## src/rtl/bl_parity_pkg.sv

```systemverilog
package bl_parity_pkg;

   // Bus size codes; both quarter codes behave the same.
   typedef enum logic [1:0] {
      BUS_FULL    = 2'b00,
      BUS_HALF    = 2'b01,
      BUS_QUARTER = 2'b10,
      BUS_QTR_ALT = 2'b11
   } bus_size_e;

   localparam int unsigned DEF_LANE_DATA_W = 8;
   localparam int unsigned DEF_LANE_COUNT  = 4;

endpackage

```

## src/rtl/bl_lane_mask.sv

```systemverilog
module bl_lane_mask
   import bl_parity_pkg::*;
#(
   parameter int unsigned LANE_COUNT = DEF_LANE_COUNT
) (
   input  logic [1:0]            size_sel,
   input  logic                  big_end,
   output logic [LANE_COUNT-1:0] lane_used
);
   localparam int unsigned HALF_N = LANE_COUNT / 2;
   localparam int unsigned QTR_N  = LANE_COUNT / 4;

   generate
      if (LANE_COUNT % 4 != 0 || LANE_COUNT == 0) begin : g_bad_count
         $error("bl_lane_mask: LANE_COUNT must be a nonzero multiple of 4");
      end
   endgenerate

   bus_size_e size_code;
   assign size_code = bus_size_e'(size_sel);

   for (genvar k = 0; k < LANE_COUNT; k++) begin : g_lane
      logic in_half;
      logic in_qtr;
      assign in_half = big_end ? (k >= LANE_COUNT - HALF_N) : (k < HALF_N);
      assign in_qtr  = big_end ? (k >= LANE_COUNT - QTR_N)  : (k < QTR_N);
      always_comb begin
         unique case (size_code)
            BUS_FULL:                lane_used[k] = 1'b1;
            BUS_HALF:                lane_used[k] = in_half;
            BUS_QUARTER, BUS_QTR_ALT: lane_used[k] = in_qtr;
            default:                 lane_used[k] = 1'b1;
         endcase
      end
   end
endmodule

```

## src/rtl/bl_parity_tree.sv

```systemverilog
module bl_parity_tree
   import bl_parity_pkg::*;
#(
   parameter int unsigned LANE_DATA_W = DEF_LANE_DATA_W,
   localparam int unsigned LANE_W     = LANE_DATA_W + 1
) (
   input  logic [LANE_W-1:0] lane,
   input  logic              odd_sel,
   output logic              lane_fail,
   output logic              gen_bit
);
   generate
      if (LANE_DATA_W < 1) begin : g_bad_width
         $error("bl_parity_tree: LANE_DATA_W must be at least 1");
      end
   endgenerate

   logic data_x;
   assign data_x    = ^lane[LANE_DATA_W-1:0];
   // Parity bit that makes the whole lane meet the chosen sense.
   assign gen_bit   = data_x ^ odd_sel;
   assign lane_fail = (data_x ^ lane[LANE_W-1]) != odd_sel;
endmodule

```

## src/rtl/bl_parity_merge.sv

```systemverilog
module bl_parity_merge
   import bl_parity_pkg::*;
#(
   parameter int unsigned LANE_DATA_W = DEF_LANE_DATA_W,
   parameter int unsigned LANE_COUNT  = DEF_LANE_COUNT,
   localparam int unsigned LANE_W     = LANE_DATA_W + 1,
   localparam int unsigned BUS_W      = LANE_W * LANE_COUNT
) (
   input  logic [BUS_W-1:0]      mbox_data,
   input  logic [LANE_COUNT-1:0] gen_bits,
   input  logic                  gen_act,
   output logic [BUS_W-1:0]      dout
);
   for (genvar k = 0; k < LANE_COUNT; k++) begin : g_lane
      assign dout[k*LANE_W +: LANE_DATA_W] = mbox_data[k*LANE_W +: LANE_DATA_W];
      assign dout[k*LANE_W + LANE_DATA_W]  =
         gen_act ? gen_bits[k] : mbox_data[k*LANE_W + LANE_DATA_W];
   end
endmodule

```

## src/rtl/byte_lane_parity.sv

```systemverilog
module byte_lane_parity
   import bl_parity_pkg::*;
#(
   parameter int unsigned LANE_DATA_W = DEF_LANE_DATA_W,
   parameter int unsigned LANE_COUNT  = DEF_LANE_COUNT,
   localparam int unsigned LANE_W     = LANE_DATA_W + 1,
   localparam int unsigned BUS_W      = LANE_W * LANE_COUNT
) (
   input  logic             cs_n,
   input  logic             en,
   input  logic             wr,
   input  logic             mbox_sel,
   input  logic             gen_en,
   input  logic             odd_sel,
   input  logic [1:0]       size_sel,
   input  logic             big_end,
   input  logic [BUS_W-1:0] din,
   input  logic [BUS_W-1:0] mbox_data,
   output logic [BUS_W-1:0] dout,
   output logic             err_n
);
   logic                  gen_act;
   logic [BUS_W-1:0]      tree_in;
   logic [LANE_COUNT-1:0] lane_used;
   logic [LANE_COUNT-1:0] lane_fail;
   logic [LANE_COUNT-1:0] gen_bits;

   assign gen_act = !cs_n && en && !wr && mbox_sel && gen_en;
   // One set of trees: fed by the mailbox word when generating.
   assign tree_in = gen_act ? mbox_data : din;

   bl_lane_mask #(.LANE_COUNT(LANE_COUNT)) mask_i (
      .size_sel  (size_sel),
      .big_end   (big_end),
      .lane_used (lane_used)
   );

   for (genvar k = 0; k < LANE_COUNT; k++) begin : g_tree
      bl_parity_tree #(.LANE_DATA_W(LANE_DATA_W)) tree_i (
         .lane      (tree_in[k*LANE_W +: LANE_W]),
         .odd_sel   (odd_sel),
         .lane_fail (lane_fail[k]),
         .gen_bit   (gen_bits[k])
      );
   end

   bl_parity_merge #(.LANE_DATA_W(LANE_DATA_W), .LANE_COUNT(LANE_COUNT)) merge_i (
      .mbox_data (mbox_data),
      .gen_bits  (gen_bits),
      .gen_act   (gen_act),
      .dout      (dout)
   );

   assign err_n = gen_act ? 1'b1 : !(|(lane_fail & lane_used));
endmodule

```

## config.mk

```make
export PLATFORM = sky130hd
export DESIGN_NAME = byte_lane_parity
export DESIGN_NICKNAME = d
export VERILOG_FILES = /design/src/rtl/bl_parity_pkg.sv /design/src/rtl/bl_lane_mask.sv /design/src/rtl/bl_parity_tree.sv /design/src/rtl/bl_parity_merge.sv /design/src/rtl/byte_lane_parity.sv
export SDC_FILE = /design/constraint.sdc
export NUM_CORES = 1
export LEC_CHECK = 0
export ABC_AREA = 0
export BUFFER_PORTS_ARGS = -buffer_cell sky130_fd_sc_hd__buf_2
export CAP_MARGIN = 20
export CORE_MARGIN = 1
export CORE_UTILIZATION = 37
export DETAILED_ROUTE_END_ITERATION = 8
export PLACE_DENSITY = 0.85
export RECOVER_POWER = 100
export SETUP_SLACK_MARGIN = 0.2
export SKIP_LAST_GASP = 1
export SYNTH_ARGS = -nofsm -noshare
export SYNTH_HDL_FRONTEND = slang
export SYNTH_SLANG_ARGS = --single-unit
```

## constraint.sdc

```tcl
create_clock -name vclk -period 3.82
set_clock_uncertainty 0.1 [all_clocks]
set_input_delay 0.764 -clock vclk [all_inputs]
set_output_delay 0.764 -clock vclk [all_outputs]
set_load 0.02 [all_outputs]
```

==> qor.yml, run 1 <==
status:
  status: "complete, but fails checks"
  failing_checks: "design-rule violations"
worst_setup_path:
  crit_chain: "buf_2 -> xnor3_1 -> xnor3_2 -> mux2i_4 -> xnor3_1 -> xnor2_1 -> a211o_1 -> o21ai_2 -> clkbuf_2"
  critPathMaxStageDelay_ns: 0.36
  critPathTopFamily: "XOR/XNOR gates"
  crit_path_frequent_cell: "sky130_fd_sc_hd__xnor3_1"
  arrival_ns: 2.76
  end_kind: "output port"
  timing.critical_path.from_type: "input port"
  crit_type: "input port to output port"
  timing.critical_path.required_ns: 2.96
  critical_path_peak_fanout: 2
  critPathBufInv: 2
  crit_path_slowest_cell: "sky130_fd_sc_hd__xnor3_1"
worst_hold_path:
  hold_path.class: "input port to output port"
pwr:
  seqPwrFrac_pct: 0
  power.clock.fraction_pct: 0
  vdd_drop_max_mv: 0.1126
  power.density_cell_area_mw_per_mm2: 208.0
  combPwrFrac_pct: 100.0
  p_sw_mw: 0.1416
  swShare_pct: 46.87
  power.internal_mw: 0.1605
  power_leakage_nw: 0.7387
sta:
  tightestPinTransition_ns: 0.4896
  postLayoutSetupSlackWorst_ns: 0.2004
  final_min_period_over_clock_period_pct: 94.75
  setup-violations-final: 0
  rsz_0062_raised_after_global_routing: "yes"
  report.final.hold_viol_count: 0
  slew_headroom_pct: 67.36
  fmax_mhz: 276.3
  finalCriticalPeriod_ns: 3.620
  timing_max_transition_violations_final: 0
  tns_ns: 0
clocking:
  cts_resized: 1
  cts_setup_buffers: 0
  cts-hold-fix-buffers: 0
final_layout:
  n_antenna_cell: 0
  areaGrowthSynthToFinish_pct: 30.30
  final_layout_clock_buffer_total: 0
  final_core_density_pct: 51.78
  flops_and_latches: 0
  final.fill_count: 297
  finish.cell_count_without_fillers: 247
  final_layout_size_suffix_gt1_share_pct: 42.13
  layout.nets: 299
  seq_area_um2: 0
synthesis:
  ys.warnings.count: 0
  netlist_area_mm2: 0.001115
  post_synth_net_total: 212
  synth_seq_area_share_pct: 0
  yosysTopAreaCell: "sky130_fd_sc_hd__xnor2_1"
  top_area_cell_type_share_of_the_netlist_area_pct: 33.78
  netlist_instances: 131
  yosys.cell_types.count: 24
  syn_area_per_cell_um2: 8.510
  synth_top_cells_by_area: "sky130_fd_sc_hd__xnor2_1, sky130_fd_sc_hd__buf_4, sky130_fd_sc_hd__xnor3_1"
route:
  routed_wire_length_mm: 2.418
  top_signal_layer_used: "met4"
  wl_met1_um: 775
  number_of_vias_in_the_routed_layout: 1080
  initialDrtViolationCount: 33
  drt_pass1_iterations: 6
  ant_nets: 0
  avgRoutedWirePerCell_um: 9.789
  met3_length_um: 247
  met2_length_mm: 1.376
  route.detailed.vias_per_inst: 4.372
  drc_errors: 12
job:
  max_cap_viol_count: 0
global_routing:
  largest_net_degree_at_the_start_of_global_routing: 10
  global_route.usage.total_pct: 13.73
  grt_remaining_overflow: 0
  via_count_of_the_first_global_routing_pass: 951
  grt_antenna_before_repair: 0
  grt_first_pass_wirelength_mm: 3.629
placement:
  place.detailed.instances: 247
  routability_congestion_estimate: 0.7523
  post-place-ws_ns: 0.2001
  hpwl_mm: 2.229
  io_buffers: 118
floorplanning:
  floorplan.initialDensity_pct: 39.74
  design.portCount: 118
  core.rowCount: 19
  die_area_mm2: 0.003236
  floorplan.core_area_mm2: 0.002805
  die_h_um: 56.89
  die_width_um: 56.89
-- cell usage in the layout (no fill, tap or decap), drive strengths merged, types with 2 or more instances in the layout --
cell,count
a21oi,4
and2,2
buf,83
clkbuf,37
mux2i,7
nand2,8
nor2,3
nor3,2
o21ai,4
xnor2,43
xnor3,6
xor2,9
-- routing by layer --
layer  vias to the layer above  GRT usage [%]
li1                        564              -
met1                       447          11.82
met2                        67          32.27
met3                         2          1.613
met4                         0          1.045
met5                         -              0
-- stage by stage --
step	power [mW]	hold slack, ns	instance area [um2]
floorplan	0.2407	1.541	1115
global placement	0.3056	1.663	1493
detailed placement	0.3095	1.666	1493
CTS	0.3142	1.667	1495
global route	0.3307	1.698	1453
finish	0.3021	1.693	1453
-- cell type report --
class | count | area [um2] | share of cell area, %
Multi-Input combinational cell | 95 | 849.6 | 58.48
Tap cell | 31 | 38.79 | 2.670
Timing Repair Buffer | 120 | 560.5 | 38.59
Inverter | 1 | 3.754 | 0.2584
-- power by group through the flow --
stage	sequential (mW)	combinational (mW)	clock, mW
3_5_place_dp	0	0.309	0
4_1_cts	0	0.314	0
3_3_place_gp	0	0.306	0
5_1_grt	0	0.331	0
6_report	0	0.302	0
2_1_floorplan	0	0.241	0
-- Yosys cell counts, types with 2 or more instances --
master	number
sky130_fd_sc_hd__xnor3_2	2
sky130_fd_sc_hd__xnor3_1	4
sky130_fd_sc_hd__nor2_1	3
sky130_fd_sc_hd__nand2_1	8
sky130_fd_sc_hd__and2_1	2
sky130_fd_sc_hd__buf_6	2
sky130_fd_sc_hd__xnor2_1	43
sky130_fd_sc_hd__mux2i_1	6
sky130_fd_sc_hd__o21ai_0	3
sky130_fd_sc_hd__nor3_1	2
sky130_fd_sc_hd__xor2_1	9
sky130_fd_sc_hd__buf_4	32
sky130_fd_sc_hd__a21oi_1	4
-- path summary, 6_finish.rpt --
check  slack (ns)  cells past startpoint  endpoint           from
max          0.20                      9     err_n  mbox_data[18]
min          1.69                      2  dout[18]  mbox_data[18]
-- cells by family (layout without fill, tap and decap cells) --
group / count (synthesis) / in the layout / synth area share, %
multiplexers: 8 / 8 / 8.418
AND/OR/NAND/NOR: 18 / 18 / 8.081
XOR/XNOR: 58 / 58 / 53.20
AO/OA/AOI/OAI: 11 / 11 / 6.061
buffers and inverters: 36 / 121 / 24.24
(Power assumes the default switching activity.)
==> run 2, diff against run 1 <==
--- a/config.mk
+++ b/config.mk
@@ -12,7 +12,7 @@
 export CORE_UTILIZATION = 37
 export DETAILED_ROUTE_END_ITERATION = 8
 export PLACE_DENSITY = 0.85
-export RECOVER_POWER = 100
+export RECOVER_POWER = 25
 export SETUP_SLACK_MARGIN = 0.2
 export SKIP_LAST_GASP = 1
 export SYNTH_ARGS = -nofsm -noshare
==> run 2 against run 1 <==
  * The run still ends with design-rule violations left
  * Power is 2.4% higher
  * Fmax up 0.91%
  * Combinational power rose by 2%
  * Non-clock buffer count stayed put
  * Worst hold slack got worse by 0.022 ns
  * Routed wire length down 0.29%
  * Via count decreased by 0.28%
  * Global-route usage stayed put
  * Critical path depth did not move
  * Sequential share of layout area is the same
  * Critical path type unchanged
==> qor.yml, run 2 (same netlist as run 1, synthesis figures left out) <==
pwr:
  vdd_drop_max_mv: 0.1175  # was 0.1126 mV
  power.clock.fraction_pct: 0  # about the same
  power_leakage_nw: 0.8138  # was 0.7387 nW
  swShare_pct: 45.65  # was 46.87%
  combPwrFrac_pct: 100.0  # about the same
  seqPwrFrac_pct: 0  # about the same
  p_sw_mw: 0.1412  # was 0.1416 mW
  power.internal_mw: 0.1681  # was 0.1605 mW
  power.density_cell_area_mw_per_mm2: 207.7  # was 208.0 mW/mm2
route:
  routed_wire_length_mm: 2.411  # was 2.418 mm
  initialDrtViolationCount: 26  # was 33
  drt_pass1_iterations: 6  # unchanged
  avgRoutedWirePerCell_um: 9.761  # was 9.789 um
  ant_nets: 0  # unchanged
  route.detailed.vias_per_inst: 4.360  # was 4.372
  drc_errors: 12  # unchanged
  number_of_vias_in_the_routed_layout: 1077  # was 1080
status:
  status: "complete, but fails checks"  # unchanged
  failing_checks: "design-rule violations"  # unchanged
global_routing:
  global_route.usage.total_pct: 13.73  # unchanged
  grt_first_pass_wirelength_mm: 3.629  # unchanged
  largest_net_degree_at_the_start_of_global_routing: 10  # unchanged
  grt_antenna_before_repair: 0  # unchanged
  grt_remaining_overflow: 0  # unchanged
  via_count_of_the_first_global_routing_pass: 951  # unchanged
sta:
  tns_ns: 0  # unchanged
  postLayoutSetupSlackWorst_ns: 0.2332  # was 0.2004 ns
  slew_headroom_pct: 71.46  # was 67.36%
  fmax_mhz: 278.8  # was 276.3 MHz
  timing_max_transition_violations_final: 0  # unchanged
  setup-violations-final: 0  # unchanged
  final_min_period_over_clock_period_pct: 93.90  # was 94.75%
  report.final.hold_viol_count: 0  # unchanged
  finalCriticalPeriod_ns: 3.587  # was 3.620 ns
  tightestPinTransition_ns: 0.4249  # was 0.4896 ns
  rsz_0062_raised_after_global_routing: "yes"  # unchanged
floorplanning:
  die_area_mm2: 0.003236  # unchanged
  floorplan.core_area_mm2: 0.002805  # unchanged
  design.portCount: 118  # unchanged
  die_width_um: 56.89  # unchanged
  die_h_um: 56.89  # unchanged
  core.rowCount: 19  # unchanged
  floorplan.initialDensity_pct: 39.74  # unchanged
worst_setup_path:
  end_kind: "output port"  # unchanged
  timing.critical_path.required_ns: 2.96  # about the same
  timing.critical_path.from_type: "input port"  # unchanged
  arrival_ns: 2.72  # was 2.76 ns
  critical_path_peak_fanout: 2  # unchanged
  crit_type: "input port to output port"  # unchanged
final_layout:
  seq_area_um2: 0  # unchanged
  layout.nets: 299  # unchanged
  mostFrequentLayoutCell: "sky130_fd_sc_hd__buf_2"  # unchanged
  areaGrowthSynthToFinish_pct: 33.56  # was 30.30%
  commonest_cells_after_routing_fill_and_taps_aside: "sky130_fd_sc_hd__buf_2, sky130_fd_sc_hd__xnor2_1, sky130_fd_sc_hd__xor2_1, sky130_fd_sc_hd__clkbuf_1, sky130_fd_sc_hd__nand2_1"  # was sky130_fd_sc_hd__buf_2, sky130_fd_sc_hd__xnor2_1, sky130_fd_sc_hd__clkbuf_1, sky130_fd_sc_hd__xor2_1, sky130_fd_sc_hd__nand2_1
  flops_and_latches: 0  # unchanged
  final_layout_size_suffix_gt1_share_pct: 54.63  # was 42.13%
  n_antenna_cell: 0  # unchanged
  final.fill_count: 277  # was 297
  final_layout_clock_buffer_total: 0  # unchanged
placement:
  routability_congestion_estimate: 0.7523  # unchanged
  post-place-ws_ns: 0.2001  # unchanged
  hpwl_mm: 2.229  # unchanged
  io_buffers: 118  # unchanged
worst_hold_path:
  hold_path.class: "input port to output port"  # unchanged
clocking:
  cts-hold-fix-buffers: 0  # unchanged
  cts_setup_buffers: 0  # unchanged
job:
  max_cap_viol_count: 0  # unchanged
[run 2: cell types whose count changed in the layout (fill, tap and decap cells not counted), sizes merged]
cell    previous run  this run
buf               83       111
clkbuf            37         9
[run 2: area by class of cell]
type	instances	area, um2	area share, %
timing repair buffer	120	596.8	40.08
inverter	1	3.754	0.2521
multi-input combinational	95	849.6	57.06
tap	31	38.79	2.605
[run 2: stage by stage]
stage | util (%) | hold WS (ns) | cell area [um2] | instances | power, mW
5_1_grt | 53.08 | 1.685 | 1489 | 247 | 0.3378
3_3_place_gp | 53.21 | 1.663 | 1493 | 247 | 0.3056
4_1_cts | 53.30 | 1.667 | 1495 | 247 | 0.3142
3_5_place_dp | 53.21 | 1.666 | 1493 | 247 | 0.3095
2_1_floorplan | - | 1.541 | 1115 | 131 | 0.2407
6_report | 53.08 | 1.671 | 1489 | 247 | 0.3093
[run 2: power groups by stage]
| stage | sequential, mW | clock, mW | combinational (mW) |
|---|---|---|---|
| final | 0 | 0 | 0.309 |
| after global routing | 0 | 0 | 0.338 |
| after CTS | 0 | 0 | 0.314 |
| after detailed placement | 0 | 0 | 0.309 |
| after global placement | 0 | 0 | 0.306 |
| after floorplan | 0 | 0 | 0.241 |
[run 2: per-layer routing]
layer	vias to the layer above	global-route usage, %	share of wire [%]
li1	563	-	-
met1	445	11.82	32
met2	67	32.27	57
met3	2	1.613	11
met4	0	1.045	0.83
met5	-	0	0
[run 2: worst paths after layout]
kind,from,endpoint,cells after the start
worst max-delay path,mbox_data[18],err_n,9
worst min-delay path,mbox_data[22],dout[22],2
[run 2: timing repair]
| action | in CTS | in global routing |
|---|---|---|
| gates resized for setup | 1 | 1 |
| setup endpoints to repair | 1 | 1 |
| pin swaps | 0 | 0 |
[run 2: worst max-delay path, stage by stage]
cell and delay, ns:
sky130_fd_sc_hd__buf_2 0.11, sky130_fd_sc_hd__xnor3_1 0.36, sky130_fd_sc_hd__xnor3_2 0.27, sky130_fd_sc_hd__mux2i_4 0.15, sky130_fd_sc_hd__xnor3_1 0.36, sky130_fd_sc_hd__xnor2_1 0.14
sky130_fd_sc_hd__a211o_1 0.30, sky130_fd_sc_hd__o21ai_2 0.11, sky130_fd_sc_hd__buf_4 0.16
==> run 3, diff against run 2 <==
==> constraint.sdc (replaced) <==
create_clock -name vclk -period 3.82
set_clock_uncertainty 0.1 [all_clocks]
set_input_delay 0.764 -clock vclk [all_inputs]
set_output_delay 0.764 -clock vclk [all_outputs]
set_load 0.05 [all_outputs]
==> run 3 against run 2 <==
  * The flow still finishes with violations (design-rule violations)
  * Die area unchanged
  * Sequential share of layout area did not move
  * Worst setup slack worse by 0.051 ns
  * Worst hold slack improved by 0.066 ns
  * First-iteration DRC count is 23% lower
==> qor.yml, run 3 (same netlist as run 1, synthesis figures left out) <==
floorplanning:
  floorplan.initialDensity_pct: 39.74  # unchanged
  die_area_mm2: 0.003236  # unchanged
  floorplan.core_area_mm2: 0.002805  # unchanged
  die_width_um: 56.89  # unchanged
  die_h_um: 56.89  # unchanged
  core.rowCount: 19  # unchanged
  design.portCount: 118  # unchanged
final_layout:
  layout.nets: 300  # was 299
  final_core_density_pct: 53.75  # was 53.08%
  seq_area_um2: 0  # unchanged
  final_layout_clock_buffer_total: 0  # unchanged
  finish.cell_count_without_fillers: 248  # was 247
  commonest_cells_after_routing_fill_and_taps_aside: "sky130_fd_sc_hd__buf_2, sky130_fd_sc_hd__xnor2_1, sky130_fd_sc_hd__xor2_1, sky130_fd_sc_hd__clkbuf_1, sky130_fd_sc_hd__nand2_1"  # unchanged
  n_antenna_cell: 0  # unchanged
  areaGrowthSynthToFinish_pct: 35.24  # was 33.56%
  mostFrequentLayoutCell: "sky130_fd_sc_hd__buf_2"  # unchanged
  final_layout_size_suffix_gt1_share_pct: 54.84  # was 54.63%
  flops_and_latches: 0  # unchanged
sta:
  rsz_0062_raised_after_global_routing: "yes"  # unchanged
  tightestPinTransition_ns: 0.6021  # was 0.4249 ns
  fmax_mhz: 274.9  # was 278.8 MHz
  setup-violations-final: 0  # unchanged
  final_min_period_over_clock_period_pct: 95.22  # was 93.90%
  slew_headroom_pct: 60.03  # was 71.46%
  timing_max_transition_violations_final: 0  # unchanged
  report.final.hold_viol_count: 0  # unchanged
  tns_ns: 0  # unchanged
  finalCriticalPeriod_ns: 3.638  # was 3.587 ns
  postLayoutSetupSlackWorst_ns: 0.1825  # was 0.2332 ns
worst_setup_path:
  timing.critical_path.required_ns: 2.96  # about the same
  critical_path_peak_fanout: 2  # unchanged
  critPathMaxStageDelay_ns: 0.36  # about the same
  timing.critical_path.to: "err_n"  # unchanged
  arrival_ns: 2.77  # was 2.72 ns
  crit_path_slowest_cell: "sky130_fd_sc_hd__xnor3_1"  # unchanged
  startpoint: "mbox_data[18]"  # unchanged
  crit_path_frequent_cell: "sky130_fd_sc_hd__xnor3_1"  # unchanged
  crit_type: "input port to output port"  # unchanged
  end_kind: "output port"  # unchanged
  crit_chain: "buf_2 -> xnor3_1 -> xnor3_2 -> mux2i_4 -> xnor3_1 -> xnor2_1 -> a211o_1 -> o21ai_4 -> buf_6"  # was buf_2 -> xnor3_1 -> xnor3_2 -> mux2i_4 -> xnor3_1 -> xnor2_1 -> a211o_1 -> o21ai_2 -> buf_4
  timing.critical_path.from_type: "input port"  # unchanged
worst_hold_path:
  hold_path.class: "input port to output port"  # unchanged
  worst_hold_startpoint: "mbox_data[15]"  # was mbox_data[22]
route:
  drc_errors: 16  # was 12
  initialDrtViolationCount: 20  # was 26
  avgRoutedWirePerCell_um: 9.496  # was 9.761 um
  drt_pass1_iterations: 6  # unchanged
  route.detailed.vias_per_inst: 4.488  # was 4.360
  routed_wire_length_mm: 2.355  # was 2.411 mm
  ant_nets: 0  # unchanged
  number_of_vias_in_the_routed_layout: 1113  # was 1077
global_routing:
  via_count_of_the_first_global_routing_pass: 980  # was 951
  largest_net_degree_at_the_start_of_global_routing: 12  # was 10
  grt_remaining_overflow: 0  # unchanged
  global_route.usage.total_pct: 13.30  # was 13.73%
  grt_first_pass_wirelength_mm: 3.539  # was 3.629 mm
  grt_antenna_before_repair: 0  # unchanged
pwr:
  power.clock.fraction_pct: 0  # about the same
  power.internal_mw: 0.1754  # was 0.1681 mW
  power.total_mw: 0.3797  # was 0.3093 mW
  power.density_cell_area_mw_per_mm2: 251.8  # was 207.7 mW/mm2
  swShare_pct: 53.81  # was 45.65%
  vdd_drop_max_mv: 0.1459  # was 0.1175 mV
  p_sw_mw: 0.2043  # was 0.1412 mW
  seqPwrFrac_pct: 0  # about the same
  power_leakage_nw: 0.8215  # was 0.8138 nW
  combPwrFrac_pct: 100.0  # about the same
placement:
  routability_congestion_estimate: 0.7199  # was 0.7523
  io_buffers: 118  # unchanged
  hpwl_mm: 2.176  # was 2.229 mm
  post-place-ws_ns: 0.06741  # was 0.2001 ns
  place.detailed.instances: 248  # was 247
status:
  failing_checks: "design-rule violations"  # unchanged
  status: "complete, but fails checks"  # unchanged
clocking:
  cts_setup_buffers: 0  # unchanged
job:
  max_cap_viol_count: 0  # unchanged
[run 3: cell count changes in the layout (fill, tap and decap cells not counted), sizes merged]
cell / previous run / this run
buf: 111 / 112
[run 3: critical path: cells and delay by family]
| kind | cells | cell delay, ns |
|---|---|---|
| xor gates and xnor gates | 4 | 1.13 |
| muxes | 1 | 0.16 |
| AOI/OAI and AO/OA | 2 | 0.45 |
| buffers and inverters | 2 | 0.27 |
[run 3: worst min-delay path by stage]
| stage | end | depth (start not counted) |
|---|---|---|
| 2_1_floorplan | dout[0] | 1 |
| 3_3_place_gp | dout[18] | 2 |
| 3_5_place_dp | dout[18] | 2 |
| 4_1_cts | dout[18] | 2 |
| 5_1_grt | dout[34] | 2 |
| 6_report | dout[15] | 2 |
[run 3: timing repair]
item,in CTS,in global routing
pin swaps,0,0
endpoints found under the setup margin,1,1
gates resized for setup,3,0
hold buffers,0,0
[run 3: layout make-up]
class              instances  area (um2)
fillers                  264        1297
inverters                  1       3.754
multi-input cells         95       857.1
well taps                 31       38.79
repair buffers           121       608.1
[run 3: power groups by stage]
stage	clock, mW	combinational (mW)	sequential, mW
3_3_place_gp	0	0.372	0
5_1_grt	0	0.405	0
6_report	0	0.380	0
4_1_cts	0	0.387	0
3_5_place_dp	0	0.377	0
2_1_floorplan	0	0.309	0
[run 3: per-stage QoR]
stage / hold WS [ns] / instance area [um2]
floorplan: 1.595 / 1122
global placement: 1.732 / 1508
detailed placement: 1.734 / 1508
CTS: 1.734 / 1519
global route: 1.744 / 1508
finish: 1.737 / 1508
[run 3: per-layer routing]
metal | global-route usage [%] | wire length (um) | part of all wire [%]
met5 | 0 | 0 | 0
met4 | 0 | 0 | 0
met3 | 0.6912 | 243 | 10
met2 | 31.43 | 1366 | 58
met1 | 12.24 | 744 | 32
